`src/rtl/scp_pkg.sv`:
```
// Shared definitions for the serial control port.
// Assumes byte-wide registers; mode encoding equals the sclk level at CS fall.
package scp_pkg;
    typedef enum logic {
        MODE_MSB_FIRST = 1'b0,  // sclk low at select: two pins, MSB first
        MODE_LSB_FIRST = 1'b1   // sclk high at select: one pin, LSB first
    } scp_mode_e;
endpackage

```
`src/rtl/scp_edge_sync.sv`:
```
// Registers the asynchronous serial pins into the system clock domain and
// turns level changes into one-cycle edge pulses.
// Assumes sclk is slower than clk / 4 so that every level is seen.
module scp_edge_sync (
    input  logic clk,
    input  logic rst_n,
    input  logic cs_n,
    input  logic sclk,
    input  logic data1_i,
    input  logic data2_i,
    output logic cs_lvl,
    output logic sclk_lvl,
    output logic d1_lvl,
    output logic d2_lvl,
    output logic cs_fall,
    output logic sclk_rise,
    output logic sclk_fall
);
    logic cs_prev;
    logic sclk_prev;

    // Purpose: capture pin levels and keep the previous sample for edges.
    always_ff @(posedge clk) begin
        if (!rst_n) begin
            cs_lvl    <= 1'b1;
            cs_prev   <= 1'b1;
            sclk_lvl  <= 1'b0;
            sclk_prev <= 1'b0;
            d1_lvl    <= 1'b0;
            d2_lvl    <= 1'b0;
        end else begin
            cs_lvl    <= cs_n;
            cs_prev   <= cs_lvl;
            sclk_lvl  <= sclk;
            sclk_prev <= sclk_lvl;
            d1_lvl    <= data1_i;
            d2_lvl    <= data2_i;
        end
    end

    // Purpose: derive single-cycle edge pulses from consecutive samples.
    always_comb begin
        cs_fall   = cs_prev & ~cs_lvl;
        sclk_rise = ~sclk_prev & sclk_lvl;
        sclk_fall = sclk_prev & ~sclk_lvl;
    end
endmodule

```
`src/rtl/scp_serdes.sv`:
```
// Transaction engine: detects the host convention at select, assembles the
// command and data bytes, issues the write strobe and shifts read data out.
// Assumes edge pulses come from scp_edge_sync; reads rd_data combinationally.
module scp_serdes
    import scp_pkg::*;
#(
    parameter int DATA_W = 8,
    parameter int ADDR_W = 3
) (
    input  logic              clk,
    input  logic              rst_n,
    input  logic              cs_lvl,
    input  logic              cs_fall,
    input  logic              sclk_lvl,
    input  logic              sclk_rise,
    input  logic              sclk_fall,
    input  logic              d1_lvl,
    input  logic              d2_lvl,
    input  logic [DATA_W-1:0] rd_data,
    output logic [ADDR_W-1:0] rd_addr,
    output logic              wr_stb,
    output logic [ADDR_W-1:0] wr_addr,
    output logic [DATA_W-1:0] wr_data,
    output logic              tx_bit,
    output logic              tx_en
);
    localparam int FRAME = 2 * DATA_W;
    localparam int CNT_W = $clog2(FRAME + 1);
    localparam logic [CNT_W-1:0] CMD_LAST  = CNT_W'(DATA_W - 1);
    localparam logic [CNT_W-1:0] DATA_FST  = CNT_W'(DATA_W);
    localparam logic [CNT_W-1:0] FRAME_LST = CNT_W'(FRAME - 1);
    localparam logic [CNT_W-1:0] FRAME_END = CNT_W'(FRAME);

    scp_mode_e         mode;
    logic              active;
    logic [CNT_W-1:0]  bit_cnt;
    logic [DATA_W-1:0] rx_sr;
    logic [DATA_W-1:0] rx_next;
    logic [DATA_W-1:0] tx_sr;
    logic              is_read;
    logic [ADDR_W-1:0] addr_q;
    logic              rx_bit;
    logic              cmd_rw;
    logic [ADDR_W-1:0] cmd_addr;
    logic              shift_in;
    logic              shift_out;
    logic              in_data;

    // Purpose: pick the receive pin, the bit order and the command layout.
    always_comb begin
        rx_bit = (mode == MODE_LSB_FIRST) ? d1_lvl : d2_lvl;
        if (mode == MODE_LSB_FIRST) begin
            rx_next  = {rx_bit, rx_sr[DATA_W-1:1]};
            cmd_rw   = rx_next[0];
            cmd_addr = rx_next[ADDR_W:1];
        end else begin
            rx_next  = {rx_sr[DATA_W-2:0], rx_bit};
            cmd_rw   = rx_next[DATA_W-1];
            cmd_addr = rx_next[ADDR_W-1:0];
        end
        rd_addr   = cmd_addr;
        in_data   = (bit_cnt >= DATA_FST) && (bit_cnt < FRAME_END);
        shift_in  = active && !cs_lvl && sclk_rise && (bit_cnt < FRAME_END);
        shift_out = active && !cs_lvl && sclk_fall && is_read && in_data;
        tx_en     = active && !cs_lvl && is_read && (bit_cnt >= DATA_FST);
    end

    // Purpose: track the transaction, its mode and the received bits.
    always_ff @(posedge clk) begin
        if (!rst_n) begin
            mode    <= MODE_MSB_FIRST;
            active  <= 1'b0;
            bit_cnt <= '0;
            rx_sr   <= '0;
            is_read <= 1'b0;
            addr_q  <= '0;
        end else if (cs_fall) begin
            mode    <= scp_mode_e'(sclk_lvl);
            active  <= 1'b1;
            bit_cnt <= '0;
            is_read <= 1'b0;
        end else if (cs_lvl) begin
            active  <= 1'b0;
        end else if (shift_in) begin
            rx_sr   <= rx_next;
            bit_cnt <= bit_cnt + 1'b1;
            if (bit_cnt == CMD_LAST) begin
                is_read <= cmd_rw;
                addr_q  <= cmd_addr;
            end
        end
    end

    // Purpose: one-cycle write strobe once the data byte of a write is in.
    always_ff @(posedge clk) begin
        if (!rst_n) begin
            wr_stb  <= 1'b0;
            wr_addr <= '0;
            wr_data <= '0;
        end else begin
            wr_stb <= shift_in && (bit_cnt == FRAME_LST) && !is_read;
            if (shift_in && (bit_cnt == FRAME_LST)) begin
                wr_addr <= addr_q;
                wr_data <= rx_next;
            end
        end
    end

    // Purpose: capture read data after the command and shift it on falls.
    always_ff @(posedge clk) begin
        if (!rst_n) begin
            tx_sr  <= '0;
            tx_bit <= 1'b0;
        end else if (cs_fall) begin
            tx_bit <= 1'b0;
        end else if (shift_in && (bit_cnt == CMD_LAST)) begin
            tx_sr  <= rd_data;
        end else if (shift_out) begin
            if (mode == MODE_LSB_FIRST) begin
                tx_bit <= tx_sr[0];
                tx_sr  <= {1'b0, tx_sr[DATA_W-1:1]};
            end else begin
                tx_bit <= tx_sr[DATA_W-1];
                tx_sr  <= {tx_sr[DATA_W-2:0], 1'b0};
            end
        end
    end
endmodule

```
`src/rtl/scp_regfile.sv`:
```
// Register file of NREG words. One word holds a software-reset flag that
// forces its other bits to zero while set.
// Assumes at most one write per cycle; read port is combinational.
module scp_regfile #(
    parameter int DATA_W   = 8,
    parameter int ADDR_W   = 3,
    parameter int CTRL_IDX = 3,
    parameter int SRST_BIT = 7
) (
    input  logic                          clk,
    input  logic                          rst_n,
    input  logic                          wr_stb,
    input  logic [ADDR_W-1:0]             wr_addr,
    input  logic [DATA_W-1:0]             wr_data,
    input  logic [ADDR_W-1:0]             rd_addr,
    output logic [DATA_W-1:0]             rd_data,
    output logic [(1<<ADDR_W)*DATA_W-1:0] regs_flat
);
    localparam int NREG = 1 << ADDR_W;
    localparam logic [DATA_W-1:0] SRST_ONLY = DATA_W'(1) << SRST_BIT;

    logic [DATA_W-1:0] regs [NREG];

    for (genvar i = 0; i < NREG; i++) begin : g_reg
        localparam logic [ADDR_W-1:0] IDX = ADDR_W'(i);
        if (i == CTRL_IDX) begin : g_ctrl
            // Purpose: control word; reset flag masks and blocks other bits.
            always_ff @(posedge clk) begin
                if (!rst_n) begin
                    regs[i] <= '0;
                end else if (wr_stb && (wr_addr == IDX)) begin
                    if (wr_data[SRST_BIT])      regs[i] <= SRST_ONLY;
                    else if (regs[i][SRST_BIT]) regs[i] <= '0;
                    else                        regs[i] <= wr_data;
                end
            end
        end else begin : g_plain
            // Purpose: plain storage word.
            always_ff @(posedge clk) begin
                if (!rst_n)                             regs[i] <= '0;
                else if (wr_stb && (wr_addr == IDX))    regs[i] <= wr_data;
            end
        end
        assign regs_flat[i*DATA_W +: DATA_W] = regs[i];
    end

    assign rd_data = regs[rd_addr];
endmodule

```
`src/rtl/scp_ctrl_port.sv`:
```
// Top of the auto-detecting serial control port: pin sampling, transaction
// engine and register file. The bidirectional pin is split into in/out/enable.
// Assumes clk runs at least four times faster than sclk.
module scp_ctrl_port #(
    parameter int DATA_W   = 8,
    parameter int ADDR_W   = 3,
    parameter int CTRL_IDX = 3,
    parameter int SRST_BIT = 7
) (
    input  logic                          clk,
    input  logic                          rst_n,
    input  logic                          cs_n,
    input  logic                          sclk,
    input  logic                          data1_i,
    output logic                          data1_o,
    output logic                          data1_oe,
    input  logic                          data2_i,
    output logic                          wr_stb,
    output logic [ADDR_W-1:0]             wr_addr,
    output logic [DATA_W-1:0]             wr_data,
    output logic [(1<<ADDR_W)*DATA_W-1:0] regs_flat
);
    logic cs_lvl, sclk_lvl, d1_lvl, d2_lvl;
    logic cs_fall, sclk_rise, sclk_fall;
    logic tx_bit, tx_en;
    logic [ADDR_W-1:0] rd_addr;
    logic [DATA_W-1:0] rd_data;

    scp_edge_sync u_sync (
        .clk(clk), .rst_n(rst_n), .cs_n(cs_n), .sclk(sclk),
        .data1_i(data1_i), .data2_i(data2_i),
        .cs_lvl(cs_lvl), .sclk_lvl(sclk_lvl), .d1_lvl(d1_lvl), .d2_lvl(d2_lvl),
        .cs_fall(cs_fall), .sclk_rise(sclk_rise), .sclk_fall(sclk_fall)
    );

    scp_serdes #(.DATA_W(DATA_W), .ADDR_W(ADDR_W)) u_serdes (
        .clk(clk), .rst_n(rst_n), .cs_lvl(cs_lvl), .cs_fall(cs_fall),
        .sclk_lvl(sclk_lvl), .sclk_rise(sclk_rise), .sclk_fall(sclk_fall),
        .d1_lvl(d1_lvl), .d2_lvl(d2_lvl), .rd_data(rd_data),
        .rd_addr(rd_addr), .wr_stb(wr_stb), .wr_addr(wr_addr),
        .wr_data(wr_data), .tx_bit(tx_bit), .tx_en(tx_en)
    );

    scp_regfile #(.DATA_W(DATA_W), .ADDR_W(ADDR_W),
                  .CTRL_IDX(CTRL_IDX), .SRST_BIT(SRST_BIT)) u_regs (
        .clk(clk), .rst_n(rst_n), .wr_stb(wr_stb), .wr_addr(wr_addr),
        .wr_data(wr_data), .rd_addr(rd_addr), .rd_data(rd_data),
        .regs_flat(regs_flat)
    );

    // Purpose: drive the shared pin only while a read's data byte is out.
    always_comb begin
        data1_oe = tx_en;
        data1_o  = tx_en ? tx_bit : 1'b0;
    end
endmodule

```
`config.mk`:
```
export PLATFORM = sky130hd
export DESIGN_NAME = scp_ctrl_port
export DESIGN_NICKNAME = d
export VERILOG_FILES = /design/src/rtl/scp_pkg.sv /design/src/rtl/scp_edge_sync.sv /design/src/rtl/scp_serdes.sv /design/src/rtl/scp_regfile.sv /design/src/rtl/scp_ctrl_port.sv
export SDC_FILE = /design/constraint.sdc
export NUM_CORES = 1
export LEC_CHECK = 0
export BUFFER_PORTS_ARGS = -buffer_cell sky130_fd_sc_hd__buf_4
export CORE_MARGIN = 4
export CORE_UTILIZATION = 26
export CTS_CLUSTER_SIZE = 20
export DETAILED_ROUTE_END_ITERATION = 8
export PLACE_DENSITY = 0.4
export SYNTH_ARGS = -nofsm -noshare
export SYNTH_HDL_FRONTEND = slang
export SYNTH_SLANG_ARGS = --single-unit
```
`constraint.sdc`:
```
create_clock -name clk -period 2.5 [get_ports clk]
set_input_delay 0.375 -clock clk [delete_from_list [all_inputs] [get_ports clk]]
set_output_delay 0.375 -clock clk [all_outputs]
set_load 0.02 [all_outputs]
```
Word level (Yosys, flattened, before mapping):

Memory sizes are Yosys's and may differ from the RTL's.
Index checks and enable logic that the tools add are counted.

* register bits: 46
* memory bits (writable): 64
* input bits: 6
* word-level logic and storage cells: 138
* memories kept: 1

Memory list
* u_regs.regs: words 8, width 8, rd ports 9, clocked after memory_dff 0, write ports 8, RTL line scp_regfile.sv:22 `logic [DATA_W-1:0] regs [NREG];`

* add/sub/neg operators: 1
* order comparisons: 2
* equality and inequality tests: 9
* mux-type cells: 57
* bitwise gates (word level): 19
* reductions and logical operators: 32

Operators with widths (count)
* 8-bit two-way mux: 14
* 1-bit two-way mux: 42
* 1-bit logical AND: 20
* 3-bit equality test (second input constant): 4
* 1-bit OR: 10
* 3-bit by 2-bit equality test with 1-bit output (second input constant): 2
* 1-bit inverter: 6
* 2-bit AND reduction: 3
* 3-bit AND reduction: 2
* 5-bit by 1-bit adder with 5-bit output (second input constant): 1
* 5-bit by 3-bit equality test with 1-bit output (second input constant): 1
* 5-bit by 4-bit equality test with 1-bit output (second input constant): 1
* 5-bit by 4-bit greater-or-equal comparator with 1-bit output (second input constant): 1
* 5-bit < comparator (second input constant): 1
* 4-bit AND reduction: 1
* 2-bit nonzero test: 2
* 1-bit bitwise AND: 3
* 3-bit by 1-bit equality test with 1-bit output (second input constant): 1
* 3-bit zero test: 1
* 3-bit two-way mux: 1
* 1-bit zero test: 2
* 2-bit OR reduction: 1

Longest topological paths before layout:

Gate-level depths: netlist of the first run.

* depth after elaboration: 8
* gate-level depth with buffers: 7
* depth with buffers taken out: 6

Hierarchy:

Synthesis of the first run repeated with hierarchy kept, for this count alone.

* cell total of the unflattened synthesis: 420
* area total of the unflattened synthesis: 5127.4 um^2

By module, submodules not included
* scp_regfile: times used 1, cells an instance 198, area an instance 2977.9 um^2, sequential area each 1921.8 um^2
* scp_serdes: times used 1, cells an instance 206, area an instance 1966.9 um^2, sequential area each 800.8 um^2
* scp_edge_sync: times used 1, cells an instance 15, area an instance 176.4 um^2, sequential area each 120.1 um^2
* scp_ctrl_port: times used 1, cells an instance 1, area an instance 6.3 um^2, sequential area each 0.0 um^2

Worst setup path after synthesis of the first run:

OpenSTA, ideal clock, no wires.

* path kind: register to register
* from: register u_serdes.wr_addr[2]
* to: memory u_regs.regs[2][0], enable pin
* setup time: 384 ps
* arrival: 1472 ps
* slack: 644 ps
* stages on the path, launching flop included: 4
* buffers on the path: 1
* cells stage by stage: dfxtp_1 -> or2_2 -> clkbuf_1 -> o21ai_0

RTL lines
* from (decl): RTL line scp_serdes.sv:22 `output logic [ADDR_W-1:0] wr_addr,`
* from (signal assigned): RTL line scp_serdes.sv:103 `wr_addr <= addr_q;`
* to (decl): RTL line scp_regfile.sv:22

Worst setup path in the final report of the first run:

* from: register u_serdes.bit_cnt[0]
* to: register u_serdes.tx_sr[2]

* word-level cells in the longest chain between the ends: 5

RTL lines
* from (decl): RTL line scp_serdes.sv:36 `logic [CNT_W-1:0] bit_cnt;`
* from (signal assigned): RTL line scp_serdes.sv:86 `bit_cnt <= bit_cnt + 1'b1;`
* 5-bit < comparator or 5-bit by 4-bit greater-or-equal comparator with 1-bit output (tied branches): RTL line scp_serdes.sv:62, scp_serdes.sv:63
* 1-bit logical AND (on tied branches): RTL line scp_serdes.sv:63, scp_serdes.sv:62
* 1-bit logical AND (on tied branches): RTL line scp_serdes.sv:116, scp_serdes.sv:64
* 2-bit nonzero test (no line)
* 2-bit AND reduction (no line)
* to (signal assigned): RTL line scp_serdes.sv:117 `tx_sr <= rd_data;`
* to (signal assigned): RTL line scp_serdes.sv:121 `tx_sr <= {1'b0, tx_sr[DATA_W-1:1]};`
* to (signal assigned): RTL line scp_serdes.sv:124 `tx_sr <= {tx_sr[DATA_W-2:0], 1'b0};`
* to (decl): RTL line scp_serdes.sv:39 `logic [DATA_W-1:0] tx_sr;`

Several ways; a longest one is shown, not always the timed one.
A chain may end at the register's enable or synchronous reset.

==> impl_metrics.py, run 1 <==
metrics = {
    "drt": {
        "met1_length_um": 7370,
        "met3WireLength_um": 838,
        "ant_nets": 0,
        "vias": 3699,
        "met2_length_um": 7700,
        "drt-initial-drc-count": 251,
        "wl_per_cell_um": 20.3,
        "dr.pass1.iters": 4,
        "top_layer_used": "met4",
        "via_per_inst": 4.69,
        "drc_errors": 0,
        "routed_wl_um": 16100,
    },
    "timing": {
        "setup_viol": 0,
        "slew_headroom_pct": 54.6,
        "worst_pin_slew_ns": 0.678,
        "rsz0062_at_grt": "no",
        "setup_tns_ns": 0,
        "setup_slack_ns": 0.371,
        "min_period_ns": 2.13,
        "clock.fmax_mhz": 470,
        "fin_crit_sh_pct": 85.2,
        "fin_skew_ns": 0.0141,
        "hold_viol": 0,
        "drv_slew": 0,
    },
    "floorplanning": {
        "std_cell_rows": 50,
        "io_pins": 84,
        "start_util_pct": 26.6,
        "die_w_um": 147,
        "die_h_um": 147,
        "core_area_mm2": 0.0188,
        "dieArea_mm2": 0.0215,
    },
    "cts": {
        "clk_latency_ns": 0.37,
        "cts_buffers": 9,
        "cts_max_path_buffers": 2,
        "clk_pin_slew_ns": 0.08,
        "cts_tree": "built",
        "cts.sink_count": 110,
        "cts_max_level": 3,
        "ctsResizeCount": 0,
        "ctsRootBufferMaster": "clkbuf_16",
        "ctsHoldBuffers": 0,
        "postCtsSetupBuffers": 0,
    },
    "cells_and_area": {
        "drive_above_1_share_pct": 26.8,
        "diodes": 0,
        "area_growth_pct": 26.2,
        "nets": 532,
    },
    "min_path": {
        "hold_end": "u_sync.cs_lvl",
        "whs_path_depth": 2,
        "worst_hold_path_type": "in -> reg",
        "hp-start": "cs_n",
    },
    "synthesis": {
        "synthXorXnorAreaFrac_pct": 0.525,
        "synth_common_cells": "64 x edfxtp_1, 62 x and2_1, 62 x nor2_1",
        "syn_nets": 439,
        "synth_top_cell_area_share_pct": 38.4,
        "synth_area_leader_cell": "edfxtp_1",
        "synthSimpleGateAreaFrac_pct": 19.0,
        "synth_most_common_cell": "edfxtp_1",
        "yosysSeqAreaShare_pct": 56.8,
        "syn_inst": 431,
        "synth_edf_count": 64,
        "ys_types": 45,
        "async_flop_share_pct": 0,
        "synth-adder-area-share_pct": 0.500,
        "synth_compound_gate_area_share_pct": 10.1,
        "synth.area.top_cells": "edfxtp_1 38%, dfxtp_1 18%, and2_1 7.8%, mux4_2 5.4%, nor2_1 4.7%",
        "synth_top_family_by_area": "simple AND/OR/NAND/NOR gates",
        "synth_ff_type": "edfxtp_1",
        "avgSynthCellArea_um2": 11.6,
        "synthMuxAreaShare_pct": 10.5,
        "ys_ff_latch": 110,
        "netlist_area_mm2": 0.00500,
        "yosys_warnings": 0,
    },
    "grt": {
        "overflow": 0,
        "antenna_found_initial": 0,
        "first_global_vias": 3844,
        "grt_pass1_wl_um": 24900,
        "grt_max_degree": 23,
        "track_usage_pct": 15.3,
    },
    "setup_path": {
        "worstSetupEndpointType": "register",
        "r2r_setup_slack_ns": 0.37,
        "reg2regPathDepth": 6,
        "cp.required_ns": 2.78,
        "cp.arrival_ns": 2.41,
        "r2r_end": "u_serdes.tx_sr[2]",
        "critPathKind": "reg -> reg",
        "path_max_fanout": 15,
        "worstReg2RegStart": "u_serdes.bit_cnt[0]",
        "crit_path_start_kind": "register",
    },
    "place": {
        "gp_congestion": 0.806,
        "hpwl_um": 12000,
        "io_buffers": 83,
        "pre_cts_ws_ns": 0.362,
    },
    "power": {
        "vdd_drop_max_mv": 0.350,
        "cellLeakagePower_nw": 2.30,
        "p_per_area_mw_per_mm2": 607,
    },
    "status": {
        "status": "complete, no violations",
    },
    "run": {
        "max_cap_viol_count": 0,
    },
}
## worst max-delay path by stage
stage | start | endpoint | depth (start not counted)
after floorplan | u_serdes.wr_addr[2] | u_regs.regs[2][0] | 3
after global placement | u_sync.d2_lvl | u_serdes.tx_sr[6] | 4
after detailed placement | u_sync.d2_lvl | u_serdes.tx_sr[1] | 4
after CTS | u_sync.d2_lvl | u_serdes.tx_sr[1] | 4
after global routing | u_sync.d2_lvl | u_serdes.tx_sr[2] | 4
final | u_serdes.bit_cnt[0] | u_serdes.tx_sr[2] | 6
## state kept, by name, summed over array words and instances, names as in the netlist, 3 cells and up
name	count
u_regs.regs	64
u_serdes.addr_q	3
u_serdes.bit_cnt	5
u_serdes.rx_sr	8
u_serdes.tx_sr	8
u_serdes.wr_addr	3
u_serdes.wr_data	8
## stage by stage
step	std cells	utilization [%]	hold WS (ns)	cell area [um^2]	power, mW
after global placement	773	31.8	0.487	5990	2.28
after global routing	789	33.5	0.211	6310	3.97
after detailed placement	773	31.8	0.491	5990	2.28
after CTS	789	33.5	0.198	6310	3.89
final	789	33.5	0.213	6310	3.83
after floorplan	431	-	0.422	5000	2.16
## cell families after synthesis
family | Yosys count
simple gates | 182
flops | 110
compound gates | 71
mux | 36
buf+inv | 27
xor+xnor | 3
fa+ha+maj | 2
## worst max-delay path, cell delays in order (launching register included)
cell      delay (ns)
dfxtp_1         0.37
ha_1            0.19
nand2_1         0.07
or4_4           0.61
a21oi_4         0.39
nand3_2         0.19
o221ai_1        0.22
## layout by cell type (no fill, tap or decap), types with 7 or more instances in the layout
cell       instances
mux2_2             7
nor2_1            62
a21oi_1            7
mux2i_1           16
o21ai_0           16
nand2b_1           9
and2_1            62
a211oi_1          16
o221ai_1           8
clkbuf_16          9
nand4_1            8
edfxtp_1          64
mux4_2            12
inv_1              7
nor2b_1            7
buf_4            102
dfxtp_1           46
nand2_1           18
## final cells by class
| cell class | count | area (um^2) |
|---|---|---|
| fillers | 1938 | 12500 |
| clock buffers | 10 | 229 |
| repair buffers | 102 | 766 |
| inverters | 7 | 26.3 |
| well taps | 260 | 325 |
| flip-flops and latches | 110 | 2840 |
| clock inverters | 6 | 95.1 |
| multi-input cells | 294 | 2030 |
## power by group
group | internal, mW | total (mW) | switching [mW]
clock | 0.891 | 1.60 | 0.709
sequential | 1.95 | 1.99 | 0.0399
combinational | 0.100 | 0.241 | 0.140
total | 2.94 | 3.83 | 0.889
## layer usage
layer	vias to the layer above	GRT usage, %
met5	-	0
met3	11	3.76
met1	1843	20.9
met4	0	3.01
met2	88	24.7
li1	1757	-
(Power assumes the default switching activity.)
==> run 2, diff against run 1 <==
--- a/config.mk
+++ b/config.mk
@@ -6,6 +6,7 @@
 export NUM_CORES = 1
 export LEC_CHECK = 0
 export BUFFER_PORTS_ARGS = -buffer_cell sky130_fd_sc_hd__buf_4
+export CORE_ASPECT_RATIO = 1.2
 export CORE_MARGIN = 4
 export CORE_UTILIZATION = 26
 export CTS_CLUSTER_SIZE = 20
==> impl_metrics.py, run 2 (synthesis gave the netlist of run 1 again) <==
metrics = {
    "timing": {
        "hold_slack_ns": 0.208,
        "fin_skew_ns": 0.0111,
        "clock.fmax_mhz": 450,
        "rsz0062_at_grt": "no",
        "min_period_ns": 2.22,
        "drv_slew": 0,
        "setup_tns_ns": 0,
        "worst_pin_slew_ns": 0.725,
        "setup_slack_ns": 0.278,
        "hold_viol": 0,
        "slew_headroom_pct": 51.6,
        "fin_crit_sh_pct": 88.9,
        "setup_viol": 0,
    },
    "setup_path": {
        "critPathKind": "reg -> reg",
        "worstSetupEndpointType": "register",
        "cp.arrival_ns": 2.49,
        "crit_path_start_kind": "register",
        "path_max_fanout": 15,
        "cp.required_ns": 2.77,
        "r2r_setup_slack_ns": 0.28,
        "reg2regPathDepth": 6,
    },
    "floorplanning": {
        "std_cell_rows": 55,
        "die_w_um": 135,
        "core_area_mm2": 0.0189,
        "io_pins": 84,
        "die_h_um": 160,
        "start_util_pct": 26.5,
        "dieArea_mm2": 0.0215,
    },
    "cells_and_area": {
        "drive_above_1_share_pct": 26.8,
        "area_growth_pct": 25.7,
        "final_common_cell": "buf_4",
        "nets": 530,
        "fillCellCount": 1990,
        "largest-register": "u_regs.regs",
        "layout_common_cells": "100 x buf_4, 64 x edfxtp_1, 62 x nor2_1, 62 x and2_1, 46 x dfxtp_1",
        "multi_input_area_mm2": 0.00203,
        "seq_area_mm2": 0.00284,
        "largest_reg_flops": 64,
        "diodes": 0,
    },
    "cts": {
        "ctsHoldBuffers": 0,
        "clk_pin_slew_ns": 0.08,
        "cts_tree": "built",
        "postCtsSetupBuffers": 0,
        "clk_latency_ns": 0.35,
        "cts_buffers": 9,
        "cts_max_level": 3,
        "ctsResizeCount": 0,
        "cts.sink_count": 110,
        "cts_max_path_buffers": 2,
        "ctsRootBufferMaster": "clkbuf_16",
    },
    "min_path": {
        "worst_hold_path_type": "in -> reg",
        "whs_path_depth": 2,
    },
    "run": {
        "max_cap_viol_count": 0,
    },
    "grt": {
        "overflow": 0,
        "grt_pass1_wl_um": 24900,
        "first_global_vias": 3858,
        "antenna_found_initial": 0,
        "grt_max_degree": 36,
        "track_usage_pct": 15.7,
    },
    "place": {
        "pre_cts_ws_ns": 0.295,
        "gp_congestion": 0.796,
        "hpwl_um": 12300,
        "io_buffers": 83,
    },
    "drt": {
        "vias": 3714,
        "ant_nets": 0,
        "dr.pass1.iters": 4,
        "drt-initial-drc-count": 234,
        "via_per_inst": 4.74,
        "routed_wl_um": 16700,
        "drc_errors": 0,
        "wl_per_cell_um": 21.3,
    },
    "power": {
        "vdd_drop_max_mv": 0.335,
        "p_per_area_mw_per_mm2": 599,
        "cellLeakagePower_nw": 2.29,
    },
    "status": {
        "status": "complete, no violations",
    },
}
## run 2: final cells by class
cell class,count,area share [%]
Sequential cell,110,45.2
Multi-Input combinational cell,294,32.3
Timing Repair Buffer,100,11.9
Tap cell,256,5.09
Clock buffer,11,4.38
Clock inverter,5,0.696
Inverter,7,0.418
## run 2: worst max-delay path, stage by stage (launching register included)
cell and delay [ns]:
dfxtp_1 0.38, ha_1 0.20, nand2_1 0.08, or4_4 0.62, a21oi_4 0.41, nand3_2 0.21, o221ai_1 0.24
## run 2: final timing paths
path | startpoint | endpoint
worst min-delay path | cs_n | u_sync.cs_lvl
worst max-delay path | u_serdes.bit_cnt[0] | u_serdes.tx_sr[1]
worst min register to register | u_serdes.addr_q[0] | u_serdes.wr_addr[0]
worst max register to register | u_serdes.bit_cnt[0] | u_serdes.tx_sr[1]
## run 2: layer usage
| layer | global-route usage, % | wire [um] | up-vias |
|---|---|---|---|
| li1 | - | - | 1766 |
| met1 | 20.1 | 7250 | 1821 |
| met2 | 26.3 | 8340 | 106 |
| met3 | 2.61 | 729 | 21 |
| met4 | 5.93 | 385 | 0 |
| met5 | 0 | 0 | - |
## run 2: per-stage QoR
| step | cells | total power [mW] | util [%] | area, um^2 |
|---|---|---|---|---|
| 2_1_floorplan | 431 | 2.16 | - | 5000 |
| 3_3_place_gp | 767 | 2.28 | 31.7 | 5970 |
| 3_5_place_dp | 767 | 2.28 | 31.7 | 5970 |
| 4_1_cts | 783 | 3.81 | 33.4 | 6290 |
| 5_1_grt | 783 | 3.90 | 33.4 | 6290 |
| 6_report | 783 | 3.77 | 33.4 | 6290 |
## run 2: power breakdown
part	internal (mW)	total [mW]	switching [mW]
sequential	1.95	1.99	0.0363
clock	0.813	1.53	0.721
combinational	0.0987	0.247	0.148
